## src/rtl/sspi_crc3_pkg.sv

```systemverilog
// Shared constants, word-kind encoding and per-kind layout for the
// three-bit frame CRC unit. Assumes 32-bit words, MSB processed first.
package sspi_crc3_pkg;

    localparam int FRAME_W   = 32;
    localparam int CRC_W     = 3;
    localparam int NUM_KINDS = 3;
    // Feedback taps of x^3 + x + 1 (the x^3 term is implicit).
    localparam logic [CRC_W-1:0] POLY_TAPS = 3'b011;

    typedef enum logic [1:0] {
        KIND_OUT_FRAME = 2'd0,
        KIND_IN_CMD    = 2'd1,
        KIND_IN_RSP    = 2'd2,
        KIND_RESERVED  = 2'd3
    } frame_kind_e;

    // Upper bit of the protected range for a kind.
    function automatic int prot_hi(input int k);
        return (k == 2) ? 26 : 31;
    endfunction

    // Lower bit of the protected range for a kind.
    function automatic int prot_lo(input int k);
        return (k == 1) ? 5 : 3;
    endfunction

    // Lowest bit of the CRC field for a kind.
    function automatic int field_lo(input int k);
        return (k == 1) ? 2 : 0;
    endfunction

    // Start value of the division register for a kind.
    function automatic logic [CRC_W-1:0] seed_of(input int k);
        return (k == 0) ? 3'b101 : 3'b111;
    endfunction

endpackage

```

## src/rtl/sspi_crc3_chain.sv

```systemverilog
// Unrolled MSB-first polynomial division over N input bits.
// Assumes the caller appends any augmentation bits to the input vector.
module sspi_crc3_chain
    import sspi_crc3_pkg::*;
#(
    parameter int               N    = 32,
    parameter logic [CRC_W-1:0] SEED = 3'b111
) (
    input  logic [N-1:0]     bits_in,
    output logic [CRC_W-1:0] rem_out
);

    logic [CRC_W-1:0] stage [0:N];

    assign stage[0] = SEED;

    // One division step per input bit: shift in the bit and fold the carry.
    for (genvar i = 0; i < N; i++) begin : g_step
        assign stage[i+1] = {stage[i][CRC_W-2:0], bits_in[N-1-i]}
                          ^ (stage[i][CRC_W-1] ? POLY_TAPS : '0);
    end

    assign rem_out = stage[N];

endmodule

```

## src/rtl/sspi_crc3_lane.sv

```systemverilog
// One word kind: computes the code for the protected range and compares it
// with the received field. Assumes the field lies below the protected range.
module sspi_crc3_lane
    import sspi_crc3_pkg::*;
#(
    parameter int               HI   = 31,
    parameter int               LO   = 3,
    parameter int               FLD  = 0,
    parameter logic [CRC_W-1:0] SEED = 3'b101
) (
    input  logic [FRAME_W-1:0] frame_in,
    output logic [CRC_W-1:0]   gen_crc,
    output logic               chk_ok
);

    localparam int PW = HI - LO + 1;
    localparam int NW = PW + CRC_W;

    logic [NW-1:0]    aug_bits;
    logic [CRC_W-1:0] field_bits;

    // Protected range augmented by zero bits in the field positions.
    assign aug_bits   = {frame_in[HI:LO], {CRC_W{1'b0}}};
    assign field_bits = frame_in[FLD+CRC_W-1:FLD];

    sspi_crc3_chain #(.N(NW), .SEED(SEED)) u_chain (
        .bits_in (aug_bits),
        .rem_out (gen_crc)
    );

    // Remainder with the field appended equals gen_crc XOR field.
    assign chk_ok = (gen_crc == field_bits);

endmodule

```

## src/rtl/sspi_crc3_unit.sv

```systemverilog
// Three-bit CRC generator and checker for the three safety SPI word kinds.
// All kinds are computed in parallel; the selector picks one and the
// result is registered. Assumes the reserved selector value forces a fail.
module sspi_crc3_unit
    import sspi_crc3_pkg::*;
(
    input  logic               clk,
    input  logic               rst_n,
    input  logic [FRAME_W-1:0] frame_in,
    input  logic [1:0]         kind_sel,
    output logic [CRC_W-1:0]   crc_out,
    output logic               crc_ok
);

    logic [CRC_W-1:0] lane_crc [0:NUM_KINDS-1];
    logic             lane_ok  [0:NUM_KINDS-1];
    logic [CRC_W-1:0] sel_crc;
    logic             sel_ok;

    for (genvar k = 0; k < NUM_KINDS; k++) begin : g_lane
        sspi_crc3_lane #(
            .HI   (prot_hi(k)),
            .LO   (prot_lo(k)),
            .FLD  (field_lo(k)),
            .SEED (seed_of(k))
        ) u_lane (
            .frame_in (frame_in),
            .gen_crc  (lane_crc[k]),
            .chk_ok   (lane_ok[k])
        );
    end

    // Pick the lane named by the selector; reserved gives zero and fail.
    always_comb begin
        sel_crc = '0;
        sel_ok  = 1'b0;
        case (frame_kind_e'(kind_sel))
            KIND_OUT_FRAME: begin sel_crc = lane_crc[0]; sel_ok = lane_ok[0]; end
            KIND_IN_CMD:    begin sel_crc = lane_crc[1]; sel_ok = lane_ok[1]; end
            KIND_IN_RSP:    begin sel_crc = lane_crc[2]; sel_ok = lane_ok[2]; end
            default:        begin sel_crc = '0;          sel_ok = 1'b0;       end
        endcase
    end

    // Register the selected results with synchronous active-low reset.
    always_ff @(posedge clk) begin
        if (!rst_n) begin
            crc_out <= '0;
            crc_ok  <= 1'b0;
        end else begin
            crc_out <= sel_crc;
            crc_ok  <= sel_ok;
        end
    end

endmodule

```

## config.mk

```make
export PLATFORM = sky130hd
export DESIGN_NAME = sspi_crc3_unit
export DESIGN_NICKNAME = d
export VERILOG_FILES = /design/src/rtl/sspi_crc3_pkg.sv /design/src/rtl/sspi_crc3_chain.sv /design/src/rtl/sspi_crc3_lane.sv /design/src/rtl/sspi_crc3_unit.sv
export SDC_FILE = /design/constraint.sdc
export NUM_CORES = 1
export LEC_CHECK = 0
export BUFFER_PORTS_ARGS = -buffer_cell sky130_fd_sc_hd__buf_2
export CAP_MARGIN = 20
export CORE_MARGIN = 2
export CORE_UTILIZATION = 49
export CTS_CLUSTER_DIAMETER = 80
export CTS_CLUSTER_SIZE = 25
export DETAILED_ROUTE_END_ITERATION = 6
export HOLD_SLACK_MARGIN = 0.12
export PLACE_DENSITY = 0.86
export SLEW_MARGIN = 20
export SYNTH_ARGS = -nofsm -noshare
export SYNTH_HDL_FRONTEND = slang
export SYNTH_SLANG_ARGS = --single-unit
```

## constraint.sdc

```tcl
create_clock -name clk -period 3.3 [get_ports clk]
set_clock_uncertainty 0.05 [all_clocks]
set_input_delay 0.66 -clock clk [delete_from_list [all_inputs] [get_ports clk]]
set_output_delay 0.66 -clock clk [all_outputs]
set_load 0.02 [all_outputs]
```

**After elaboration in Yosys (flattened, before gate mapping)**

Cells that the tools add are included.
Widths: inputs -> output; s select.

- Equality and inequality tests: 5
- Muxes and demuxes: 84
- Bitwise operators: 87
- Reduce and logical (&&, ||, !) cells: 1

Operators with widths:

| cell | number |
|---|---|
| $xor 3x2->3 | 81 |
| $mux 2 | 82 |
| $eq 3x3->1 | 3 |
| $pmux 3 s3 | 1 |
| $not 2->2 | 4 |
| $xor 3x3->3 | 2 |
| $pmux 1 s3 | 1 |
| $eq 2x1->1 const B | 1 |
| $eq 2x2->1 const B | 1 |
| $logic_not 2->1 | 1 |

- Bits in registers: 4
- Output and inout port bits: 4

**Logic depth before layout (Yosys ltp)**

Gate-level depths: netlist (run 1).

- Word-level depth: 63
- Depth in mapped cells: 8
- Mapped depth without buffers: 8

**By module**

From an unflattened synthesis (run 1), not the netlist that was laid out.

- Cell total of the unflattened synthesis: 121
- Area, all modules: 1345.0 µm²

By module, submodules not included:

| module | times used | cells each | area each (µm²) | sequential area each (µm²) |
|---|---|---|---|---|
| sspi_crc3_chain at g_lane[0].u_lane.u_chain | 1 | 33 | 360.3 | 0.0 |
| sspi_crc3_chain at g_lane[1].u_lane.u_chain | 1 | 30 | 354.1 | 0.0 |
| sspi_crc3_chain at g_lane[2].u_lane.u_chain | 1 | 22 | 304.0 | 0.0 |
| sspi_crc3_unit | 1 | 21 | 206.4 | 80.1 |
| sspi_crc3_lane | 3 | 5 | 40.0 | 0.0 |

**Worst setup path after synthesis (run 1)**

OpenSTA, ideal clock, no wires.

- Kind: in2reg
- Start: input frame_in[26]
- End: register crc_ok
- Arrival: 2942 ps
- Required time: 3133 ps
- Slack: 191 ps
- Stages: 8
- Path buffers: 0
- Cell sequence: xnor3_1 xor2_1 xnor3_2 xnor3_1 xor2_1 mux2i_1 xor2_1 a32o_1

- Word-level cells in the longest chain between the ends: 41
- Elaborated cells between the ends (all ways): 150
- Those cells by class: 3 x eq/ne; 68 x mux; 79 x bitwise

RTL lines:

| element | RTL line | text |
|---|---|---|
| from (decl) | sspi_crc3_unit.sv:9 | `input logic [FRAME_W-1:0] frame_in,` |
| $xor 3x2->3 / $not 2->2 (equally long branches) (2 in a row) | -- |  |
| $xor 3x2->3 | sspi_crc3_chain.sv:20 | `^ (stage[i][CRC_W-1] ? POLY_TAPS : '0);` |
| $mux 2 | sspi_crc3_chain.sv:20 |  |
| $xor 3x2->3 (2 in a row) | sspi_crc3_chain.sv:20 |  |
| $mux 2 / $xor 3x2->3 (equally long branches) | sspi_crc3_chain.sv:20 |  |
| $xor 3x2->3 / $mux 2 (equally long branches) | sspi_crc3_chain.sv:20 |  |
| $xor 3x2->3 | sspi_crc3_chain.sv:20 |  |
| $mux 2 / $xor 3x2->3 (equally long branches) | sspi_crc3_chain.sv:20 |  |
| [... 23 more ...] | -- |  |
| $mux 2 / $xor 3x2->3 (equally long branches) | sspi_crc3_chain.sv:20 |  |
| $xor 3x2->3 / $mux 2 (equally long branches) | sspi_crc3_chain.sv:20 |  |
| $xor 3x2->3 | sspi_crc3_chain.sv:20 |  |
| $xor 3x3->3, or another cell as far along | sspi_crc3_chain.sv:20 |  |
| $mux 2, or another cell as far along | sspi_crc3_chain.sv:20 |  |
| $xor 3x2->3 | sspi_crc3_chain.sv:20 |  |
| $eq 3x3->1 | sspi_crc3_lane.sv:32 | `assign chk_ok = (gen_crc == field_bits);` |
| $pmux 1 s3 * | sspi_crc3_unit.sv:37 | `case (frame_kind_e'(kind_sel))` |
| to (signal assigned) | sspi_crc3_unit.sv:52 | `crc_ok <= sel_ok;` |
| to (decl) | sspi_crc3_unit.sv:12 | `output logic crc_ok` |

Mark *: on every way between the ends. The rest lies on a longest branch, timed or not.
A chain may end at the register's enable or synchronous reset.

**Final worst setup path (run 1)**

- Start: input frame_in[15]
- End: register crc_ok

- Word-level cells in the longest chain between the ends: 25
- Elaborated cells between the ends (all ways): 84
- Those cells by class: 3 x eq/ne; 35 x mux; 46 x bitwise

RTL lines:

| element | RTL line |
|---|---|
| $xor 3x2->3 (3 in a row) | sspi_crc3_chain.sv:20 |
| $mux 2 | sspi_crc3_chain.sv:20 |
| $xor 3x2->3 (2 in a row) | sspi_crc3_chain.sv:20 |
| $mux 2 | sspi_crc3_chain.sv:20 |
| $xor 3x2->3 (2 in a row) | sspi_crc3_chain.sv:20 |
| $mux 2 | sspi_crc3_chain.sv:20 |
| $xor 3x2->3 (2 in a row) | sspi_crc3_chain.sv:20 |
| $mux 2 | sspi_crc3_chain.sv:20 |
| [... 3 more ...] | -- |
| $xor 3x2->3 (2 in a row) | sspi_crc3_chain.sv:20 |
| $mux 2 | sspi_crc3_chain.sv:20 |
| $xor 3x2->3 | sspi_crc3_chain.sv:20 |
| $xor 3x2->3 / $xor 3x3->3 (equally long branches) | sspi_crc3_chain.sv:20 |
| $mux 2 | sspi_crc3_chain.sv:20 |
| $xor 3x2->3 | sspi_crc3_chain.sv:20 |
| $eq 3x3->1 | sspi_crc3_lane.sv:32 |
| $pmux 1 s3 * | sspi_crc3_unit.sv:37 |

Marks and branches as above.

==> flow_summary.toml, run 1 <==
[grt]
grt_max_degree = 11
globalRouteOverflowTotal = 0
grt_usage_pct = 18.8
grt_first_pass_wirelength_um = 3510
antenna_found_initial = 0
grt_pass1_vias = 791

[outcome]
run_status = "finished clean"

[sta]
final-hold-violation-count = 0
fmax_ghz = 0.335
finalMaxSlewViolations = 0
rsz0062_at_grt = "false"
tightest_slew_ns = 0.372
final-setup-viol-count = 0
finalCritPeriodShare_pct = 90.4
fin_crit_ns = 2.98
tns_ns = 0
relSlewSlack_pct = 75.0

[clock_tree]
clock_path_buffers = 2
root_buffer = "clkbuf_4"
post_cts_resized = 0
cts_setup_buffers = 0
clk_pin_slew_ns = 0.04
cts_tree = "built"
htreeDepth = 1
cts.sinks = 4
cts_hold_buf = 0
cts_made_buffers = 3

[route]
routed-via-count = 837
dr.pass1.iters = 5
finalWirelength_um = 2170
drc = 0
drt_iter0_drc = 19
postRouteAntennaNets = 0
via_per_inst = 5.04
routedWlPerCell_um = 13.1

[synthesis]
syn_area_mm2 = 0.00103
yosysTopAreaCell = "xnor2_1"
synth_top_area_share_pct = 24.6
syn_area_per_cell_um2 = 10.6
synthCells = 97
ys_types = 30
ys_seq_area_share_pct = 7.77
synth_area_leaders = "xnor2_1 (25%), xnor3_1 (24%), xor2_1 (9.3%)"
syn_nets = 133
ys_warn_count = 0
synth-seq-cells = 4

[worst_setup_path]
crit_slowest_cell = "xnor3_2"
critical-path-max-stage-delay_ns = 0.47
cp-start-kind = "input port"
worstPathRequired_ns = 3.39
endpoint_kind = "flip-flop"
crit_top_cell = "xor2_1"
crit_type = "input port to flip-flop"
crit_path_max_fanout = 3
arrival_ns = 3.07
crit_chain = "buf_2, xnor3_1, xor2_1, xnor3_2, xnor3_1, xor2_1, mux2i_1, xor2_1, a32o_1"

[floorplan]
rows = 16
num_io_pins = 40
initial_core_util_pct = 52.0
chipWidth_um = 49.9
fp.dieH_um = 49.9
coreArea_mm2 = 0.00198
die-area_mm2 = 0.00249

[placement]
place_hpwl_um = 1860
dp.cells = 163
place_area_mm2 = 0.00127
port_buffers = 39
gp_congestion = 0.882

[power_and_ir_drop]
power_density_mw_per_mm2 = 766
leakagePower_nw = 0.657
ir_drop_mv = 0.538

[cells_and_area]
stdcell_count = 166
drive_gt1_share_pct = 33.8
num_antenna_cells = 0
synthToLayoutAreaGrowth_pct = 25.1
nNetsFinal = 177
fin_area_mm2 = 0.00129

[run]
cap_violations = 0

[min_path]
hold_depth = 2
hold_class = "input port to flip-flop"
-- cell usage after synthesis (all sizes together) --
cell type and n:
a211o 1, a21boi 1, a21oi 1, a22oi 1, a31oi 1, a32o 1, and2 2, clkbuf 2
dfxtp 4, inv 2, mux2i 2, nand2 6, nand2b 1, nand3 1, nor2 4, nor2b 1
nor3 1, nor3b 1, nor4b 1, o21a 1, o21ai 1, o22ai 1, o32ai 2, or3 1
xnor2 30, xnor3 12, xor2 11, xor3 4
-- cells in the final DEF, fill, tap and decap left out, types with 2 or more instances in the layout --
cell and n:
and2_1 2, buf_2 39, buf_4 2, clkbuf_4 3, dfxtp_1 4, inv_1 2, mux2i_1 2, nand2_1 6
nor2_1 4, o32ai_1 2, xnor2_1 29, xnor3_1 11, xor2_1 11, xor3_1 4
-- cell type report --
type	count	area (um2)
timing repair buffer	41	210
inverter	2	7.51
sequential	4	80.1
tap	27	33.8
fill	177	692
clock buffer	3	22.5
multi-input combinational	89	936
-- metrics by stage --
stage	setup WS (ns)	hold WS [ns]	utilization [%]	power, mW
2_1_floorplan	0.191	0.732	-	0.754
6_report	0.318	0.626	65.1	0.988
3_5_place_dp	0.0693	0.871	64.0	0.920
3_3_place_gp	0.134	0.871	64.0	0.904
5_1_grt	0.180	0.648	65.1	1.06
4_1_cts	0.319	0.628	65.1	0.990
-- state kept, by name, summed over array words and instances, names as in the netlist --
register and flops:
crc_ok 1, crc_out 3
-- critical path: cells and delay by family --
kind                   cells  cell delay (ns)
AO/OA/AOI/OAI              1             0.25
XOR/XNOR                   6             1.93
buffers and inverters      1             0.11
multiplexers               1             0.12
-- path summary, 6_finish.rpt --
kind                  slack [ns]         start          to
worst max-delay path        0.32  frame_in[15]      crc_ok
worst min-delay path        0.63         rst_n  crc_out[2]
-- routing by layer --
layer / share of wire, % / up-vias / wire, um / GRT usage, %
met5: 0 / - / 0 / 0
met4: 1.2 / 0 / 25 / 8.33
met3: 5.3 / 3 / 114 / 3.03
met2: 52 / 29 / 1140 / 34.7
met1: 41 / 382 / 891 / 21.0
li1: - / 423 / - / -
-- cell families after synthesis --
| family | count (synthesis) | share of synthesized area, % |
|---|---|---|
| AOI/OAI and AO/OA | 11 | 7.89 |
| xor gates and xnor gates | 57 | 71.1 |
| buffers and inverters | 4 | 1.46 |
| DFF | 4 | 7.77 |
| muxes | 2 | 1.94 |
| and+or+nand+nor | 19 | 9.83 |
-- where the power goes --
group,total [mW],internal (mW),switching (mW)
sequential,0.0758,0.0701,0.00564
clock,0.0656,0.0410,0.0246
combinational,0.847,0.446,0.401
(Power assumes the default switching activity.)
==> inputs of run 2 (changes only) <==
--- a/config.mk
+++ b/config.mk
@@ -8,7 +8,7 @@
 export BUFFER_PORTS_ARGS = -buffer_cell sky130_fd_sc_hd__buf_2
 export CAP_MARGIN = 20
 export CORE_MARGIN = 2
-export CORE_UTILIZATION = 49
+export CORE_UTILIZATION = 52
 export CTS_CLUSTER_DIAMETER = 80
 export CTS_CLUSTER_SIZE = 25
 export DETAILED_ROUTE_END_ITERATION = 6
@@ -17,4 +17,5 @@
 export SLEW_MARGIN = 20
 export SYNTH_ARGS = -nofsm -noshare
 export SYNTH_HDL_FRONTEND = slang
+export SYNTH_HIERARCHICAL = 1
 export SYNTH_SLANG_ARGS = --single-unit
==> constraint.sdc (replaced) <==
create_clock -name clk -period 2.9 [get_ports clk]
set_clock_uncertainty 0.05 [all_clocks]
set_input_delay 0.58 -clock clk [delete_from_list [all_inputs] [get_ports clk]]
set_output_delay 0.58 -clock clk [all_outputs]
set_load 0.02 [all_outputs]
==> run 2 against run 1 <==
Net effect: final cell count rose by 21%; utilization rose by 1.8 points; first-iteration DRC count did not move; sequential power rose by 4.9%; wire length rose by 23%; synthesized area rose by 30%; design area rose by 27%; combinational power rose by 6.4%; clock power rose by 13%; hold slack got worse by 0.068 ns; synthesized cell count rose by 25%; sequential share of layout area fell by 1.3 points; critical endpoint unchanged; highest routed layer unchanged.
==> flow_summary.toml, run 2 <==
[worst_setup_path]
cp-start-kind = "input port"
arrival_ns = 2.79
crit_top_cell = "xnor3_2"
critical-path-max-stage-delay_ns = 0.49
worstPathRequired_ns = 2.98
cp.buffers_inverters = 1
critical_path.top_delay_family = "XOR/XNOR gates"
crit_slowest_cell = "xnor3_2"
crit_type = "input port to flip-flop"
crit_path_max_fanout = 2
endpoint_kind = "flip-flop"
crit_chain = "buf_2, xnor2_2, xnor3_2, xnor3_2, xnor3_1, xor2_1, nor3_2, mux2i_1, o21ai_1, and2_1"

[power_and_ir_drop]
total_power_mw = 1.05
ir_drop_mv = 0.583
power_density_mw_per_mm2 = 642
leakagePower_nw = 0.803

[floorplan]
die-area_mm2 = 0.00301
chipWidth_um = 54.9
fp.dieH_um = 54.9
rows = 18
coreArea_mm2 = 0.00245
num_io_pins = 40
initial_core_util_pct = 54.8

[grt]
grt_first_pass_wirelength_um = 4170
grt_usage_pct = 20.1
globalRouteOverflowTotal = 0
grt_max_degree = 9
grt_pass1_vias = 965
antenna_found_initial = 0

[synthesis]
async_flop_share_pct = 0
synth-adder-area-share_pct = 0
synthFlopType = "dfxtp_1"
ys_seq_area_share_pct = 5.95
synth_area_leaders = "xnor2_1 (34%), xnor3_1 (25%), xor2_1 (14%)"
muxShareOfSynthArea_pct = 2.98
yosys.area_share.simple_pct = 6.33
synth_most_common_cell = "xnor2_1"
synth_compound_area_share_pct = 1.49
synthCells = 121
synth-seq-cells = 4
yosysTopAreaCell = "xnor2_1"
synth_xor_area_share_pct = 81.6
syn_area_mm2 = 0.00135
ys_types = 14
synth_top_area_share_pct = 33.9
ys_top_cells_by_count = "xnor2_1 (52), xor2_1 (21), xnor3_1 (15)"
syn_area_per_cell_um2 = 11.1
synth_top_family_by_area = "XOR/XNOR gates"
ys_warn_count = 6
synth-edff-count = 0

[clock_tree]
htreeDepth = 1
cts_tree = "built"
cts.sinks = 4
cts_made_buffers = 3
root_buffer = "clkbuf_4"
clk_pin_slew_ns = 0.03
clock_path_buffers = 2
cts_setup_buffers = 0
cts_hold_buf = 0

[route]
dr.pass1.iters = 4
drt_iter0_drc = 19
routed-via-count = 962
drc = 0
routedWlPerCell_um = 13.3
finalWirelength_um = 2670
via_per_inst = 4.79
postRouteAntennaNets = 0

[cells_and_area]
regMostFlops = "crc_out"
top_regs = "crc_out: 3 flops, crc_ok: 1 flops"
stdcell_count = 201
num_antenna_cells = 0
synthToLayoutAreaGrowth_pct = 22.0
fin_area_mm2 = 0.00164
largest_register_ffs = 3
final_common_cell = "xnor2_1"
layout_common_cells = "xnor2_1 (51), buf_2 (39), xor2_1 (21)"
drive_gt1_share_pct = 32.2
nNetsFinal = 209

[sta]
final-hold-violation-count = 0
fin_crit_ns = 2.71
fmax_ghz = 0.369
rsz0062_at_grt = "false"
finalCritPeriodShare_pct = 93.4
final-setup-viol-count = 0
finalMaxSlewViolations = 0
tns_ns = 0

[outcome]
run_status = "finished clean"

[placement]
place_hpwl_um = 2320
dp.cells = 198
gp_congestion = 0.877
port_buffers = 39
place_area_mm2 = 0.00161

[run]
cap_violations = 0

[min_path]
hold_class = "input port to flip-flop"
## run 2: cell types whose count changed after synthesis, moves of 4 or more
cell      change
nand2_1       -6
nand3b_1      +4
nor2_1        -4
o21ai_1       +4
xnor2_1      +23
xnor3_1       +4
xor2_1       +10
xor3_1        -4
## run 2: kinds of logic (layout without fill, tap and decap cells)
group	count (synthesis)	in the layout
XOR/XNOR	94	94
AND/OR/NAND/NOR	11	11
AO/OA/AOI/OAI	4	4
multiplexers	4	4
flip-flops	4	4
other	3	9
buffers and inverters	1	45
## run 2: final timing paths
path | start | end | slack (ns) | cells past startpoint
max | frame_in[22] | crc_ok | 0.19 | 10
min | rst_n | crc_ok | 0.56 | 2
## run 2: timing repair
| item | 4_1_cts | 5_1_grt |
|---|---|---|
| hold endpoints to repair | 0 | 0 |
| gates resized for setup | 0 | 1 |
| setup endpoints to repair | 0 | 1 |
## run 2: cell type report
class,count,area (um2)
clock buffer,3,22.5
multi-input combinational,122,1280
sequential,4,80.1
fill,208,813
tap,30,37.5
timing repair buffer,42,218
## run 2: routing by layer
metal / global-route usage [%] / vias to the layer above / routed length, um
met2: 39.3 / 24 / 1430
met1: 23.4 / 451 / 1120
met4: 3.75 / 0 / 14
li1: - / 485 / -
met5: 0 / - / 0
met3: 1.64 / 2 / 100
## run 2: metrics by stage
stage               setup WS [ns]  utilization (%)  hold WS [ns]
floorplan                   0.177                -         0.652
global placement          -0.0143             65.6         0.765
detailed placement         -0.162             65.6         0.767
CTS                        0.0806             66.6         0.543
global route               0.0826             66.9         0.553
finish                      0.192             66.9         0.558
## run 2: report_power, final
group / leakage (nW) / switching, mW / internal (mW) / total (mW)
registers: 0.0329 / 0.00414 / 0.0753 / 0.0795
clock network: 0.0138 / 0.0274 / 0.0466 / 0.0740
logic: 0.756 / 0.403 / 0.498 / 0.901
total: 0.803 / 0.434 / 0.620 / 1.05
==> inputs of run 3 (changes only) <==
--- a/config.mk
+++ b/config.mk
@@ -8,12 +8,12 @@
 export BUFFER_PORTS_ARGS = -buffer_cell sky130_fd_sc_hd__buf_2
 export CAP_MARGIN = 20
 export CORE_MARGIN = 2
-export CORE_UTILIZATION = 52
+export CORE_UTILIZATION = 53
 export CTS_CLUSTER_DIAMETER = 80
 export CTS_CLUSTER_SIZE = 25
 export DETAILED_ROUTE_END_ITERATION = 6
 export HOLD_SLACK_MARGIN = 0.12
-export PLACE_DENSITY = 0.86
+export PLACE_DENSITY = 0.88
 export SLEW_MARGIN = 20
 export SYNTH_ARGS = -nofsm -noshare
 export SYNTH_HDL_FRONTEND = slang
==> constraint.sdc (replaced) <==
create_clock -name clk -period 3.4 [get_ports clk]
set_clock_uncertainty 0.05 [all_clocks]
set_input_delay 0.68 -clock clk [delete_from_list [all_inputs] [get_ports clk]]
set_output_delay 0.68 -clock clk [all_outputs]
set_load 0.02 [all_outputs]
==> run 3 against run 2 <==
Net effect: via count is 0.83% lower; combinational power fell by 16%; design area down 1.8%; largest cell class unchanged; largest power group unchanged; highest routed layer is now met3.
==> flow_summary.toml, run 3 (synthesis results as in run 2) <==
[outcome]
run_status = "finished clean"

[cells_and_area]
regMostFlops = "crc_out"
stdcell_count = 198
drive_gt1_share_pct = 30.4
synthToLayoutAreaGrowth_pct = 19.8
num_antenna_cells = 0
finalCoreUtilization_pct = 66.3
layout_common_cells = "xnor2_1 (52), buf_2 (39), xor2_1 (21)"
nNetsFinal = 206
largest_register_ffs = 3
top_regs = "crc_out: 3 flops, crc_ok: 1 flops"
final_common_cell = "xnor2_1"

[floorplan]
num_io_pins = 40
coreArea_mm2 = 0.00243
initial_core_util_pct = 55.3
chipWidth_um = 54.4
rows = 18
fp.dieH_um = 54.4
die-area_mm2 = 0.00296

[placement]
place_hpwl_um = 2420
gp_congestion = 0.820
port_buffers = 39
dp.cells = 195

[clock_tree]
cts_setup_buffers = 0
clock_path_buffers = 2
cts.sinks = 4
clk_pin_slew_ns = 0.04
cts_hold_buf = 0
cts_tree = "built"
root_buffer = "clkbuf_4"
htreeDepth = 1
post_cts_resized = 0
cts_made_buffers = 3

[sta]
tns_ns = 0
rsz0062_at_grt = "false"
holdWs_ns = 0.614
final-hold-violation-count = 0
finalMaxSlewViolations = 0
final-setup-viol-count = 0
finalCritPeriodShare_pct = 88.5
fin_crit_ns = 3.01
fmax_ghz = 0.333

[power_and_ir_drop]
sw_frac_of_total_pct = 41.2
p_int_mw = 0.525
power_frac_seq_pct = 7.6
pwr-share-comb_pct = 85.1
ir_drop_mv = 0.421
power_density_mw_per_mm2 = 554
p_switching_mw = 0.367
power.share.clock_pct = 7.3
leakagePower_nw = 0.783

[route]
postRouteAntennaNets = 0
drc = 0
drt_iter0_drc = 11
routed-via-count = 954
finalWirelength_um = 2720
via_per_inst = 4.82
routedWlPerCell_um = 13.7
dr.pass1.iters = 4

[grt]
grt_max_degree = 9
grt_pass1_vias = 969
grt_first_pass_wirelength_um = 4150
grt_usage_pct = 20.1
antenna_found_initial = 0
globalRouteOverflowTotal = 0

[worst_setup_path]
crit_path_max_fanout = 3
crit_type = "input port to flip-flop"
arrival_ns = 3.10
endpoint_kind = "flip-flop"
cp-start-kind = "input port"
worstPathRequired_ns = 3.49

[min_path]
hold_class = "input port to flip-flop"

[run]
cap_violations = 0
run 3: cell count changes in the layout (fill, tap and decap cells not counted), sizes merged:
cell and delta:
buf -3
run 3: per-layer routing:
metal  vias up  track usage (%)  wire [um]
met3         0             2.46        119
met2        23             41.2       1520
met4         0             3.33          0
met1       451             21.7       1090
met5         -                0          0
li1        480                -          -
run 3: through the flow:
stage	total power [mW]	instance area, um2	setup slack (ns)
floorplan	0.688	1370	0.577
finish	0.893	1610	0.393
global placement	0.803	1590	0.300
CTS	0.899	1610	0.386
global route	0.957	1610	0.261
detailed placement	0.829	1590	0.143
run 3: final cells by class:
type | count | area [um2]
Sequential cell | 4 | 80.1
Timing Repair Buffer | 39 | 195
Clock buffer | 3 | 22.5
Tap cell | 30 | 37.5
Multi-Input combinational cell | 122 | 1280
Fill cell | 206 | 821
run 3: final timing paths:
path	end	cells past startpoint	slack (ns)	startpoint
setup / recovery	crc_ok	10	0.39	frame_in[22]
hold / removal	crc_out[1]	2	0.61	rst_n
run 3: worst max-delay path, cell delays in order:
cell     delay [ns]
buf_2          0.13
xnor2_1        0.33
xnor3_2        0.53
xnor3_2        0.41
xnor3_1        0.39
xor2_1         0.18
nor3_2         0.05
mux2i_1        0.15
o21ai_1        0.08
and2_1         0.16
run 3: power groups by stage:
stage / combinational, mW / clock, mW / sequential (mW)
2_1_floorplan: 0.597 / 0 / 0.0915
3_3_place_gp: 0.735 / 0 / 0.0676
3_5_place_dp: 0.760 / 0 / 0.0693
4_1_cts: 0.764 / 0.0664 / 0.0681
5_1_grt: 0.820 / 0.0666 / 0.0696
6_report: 0.760 / 0.0652 / 0.0676
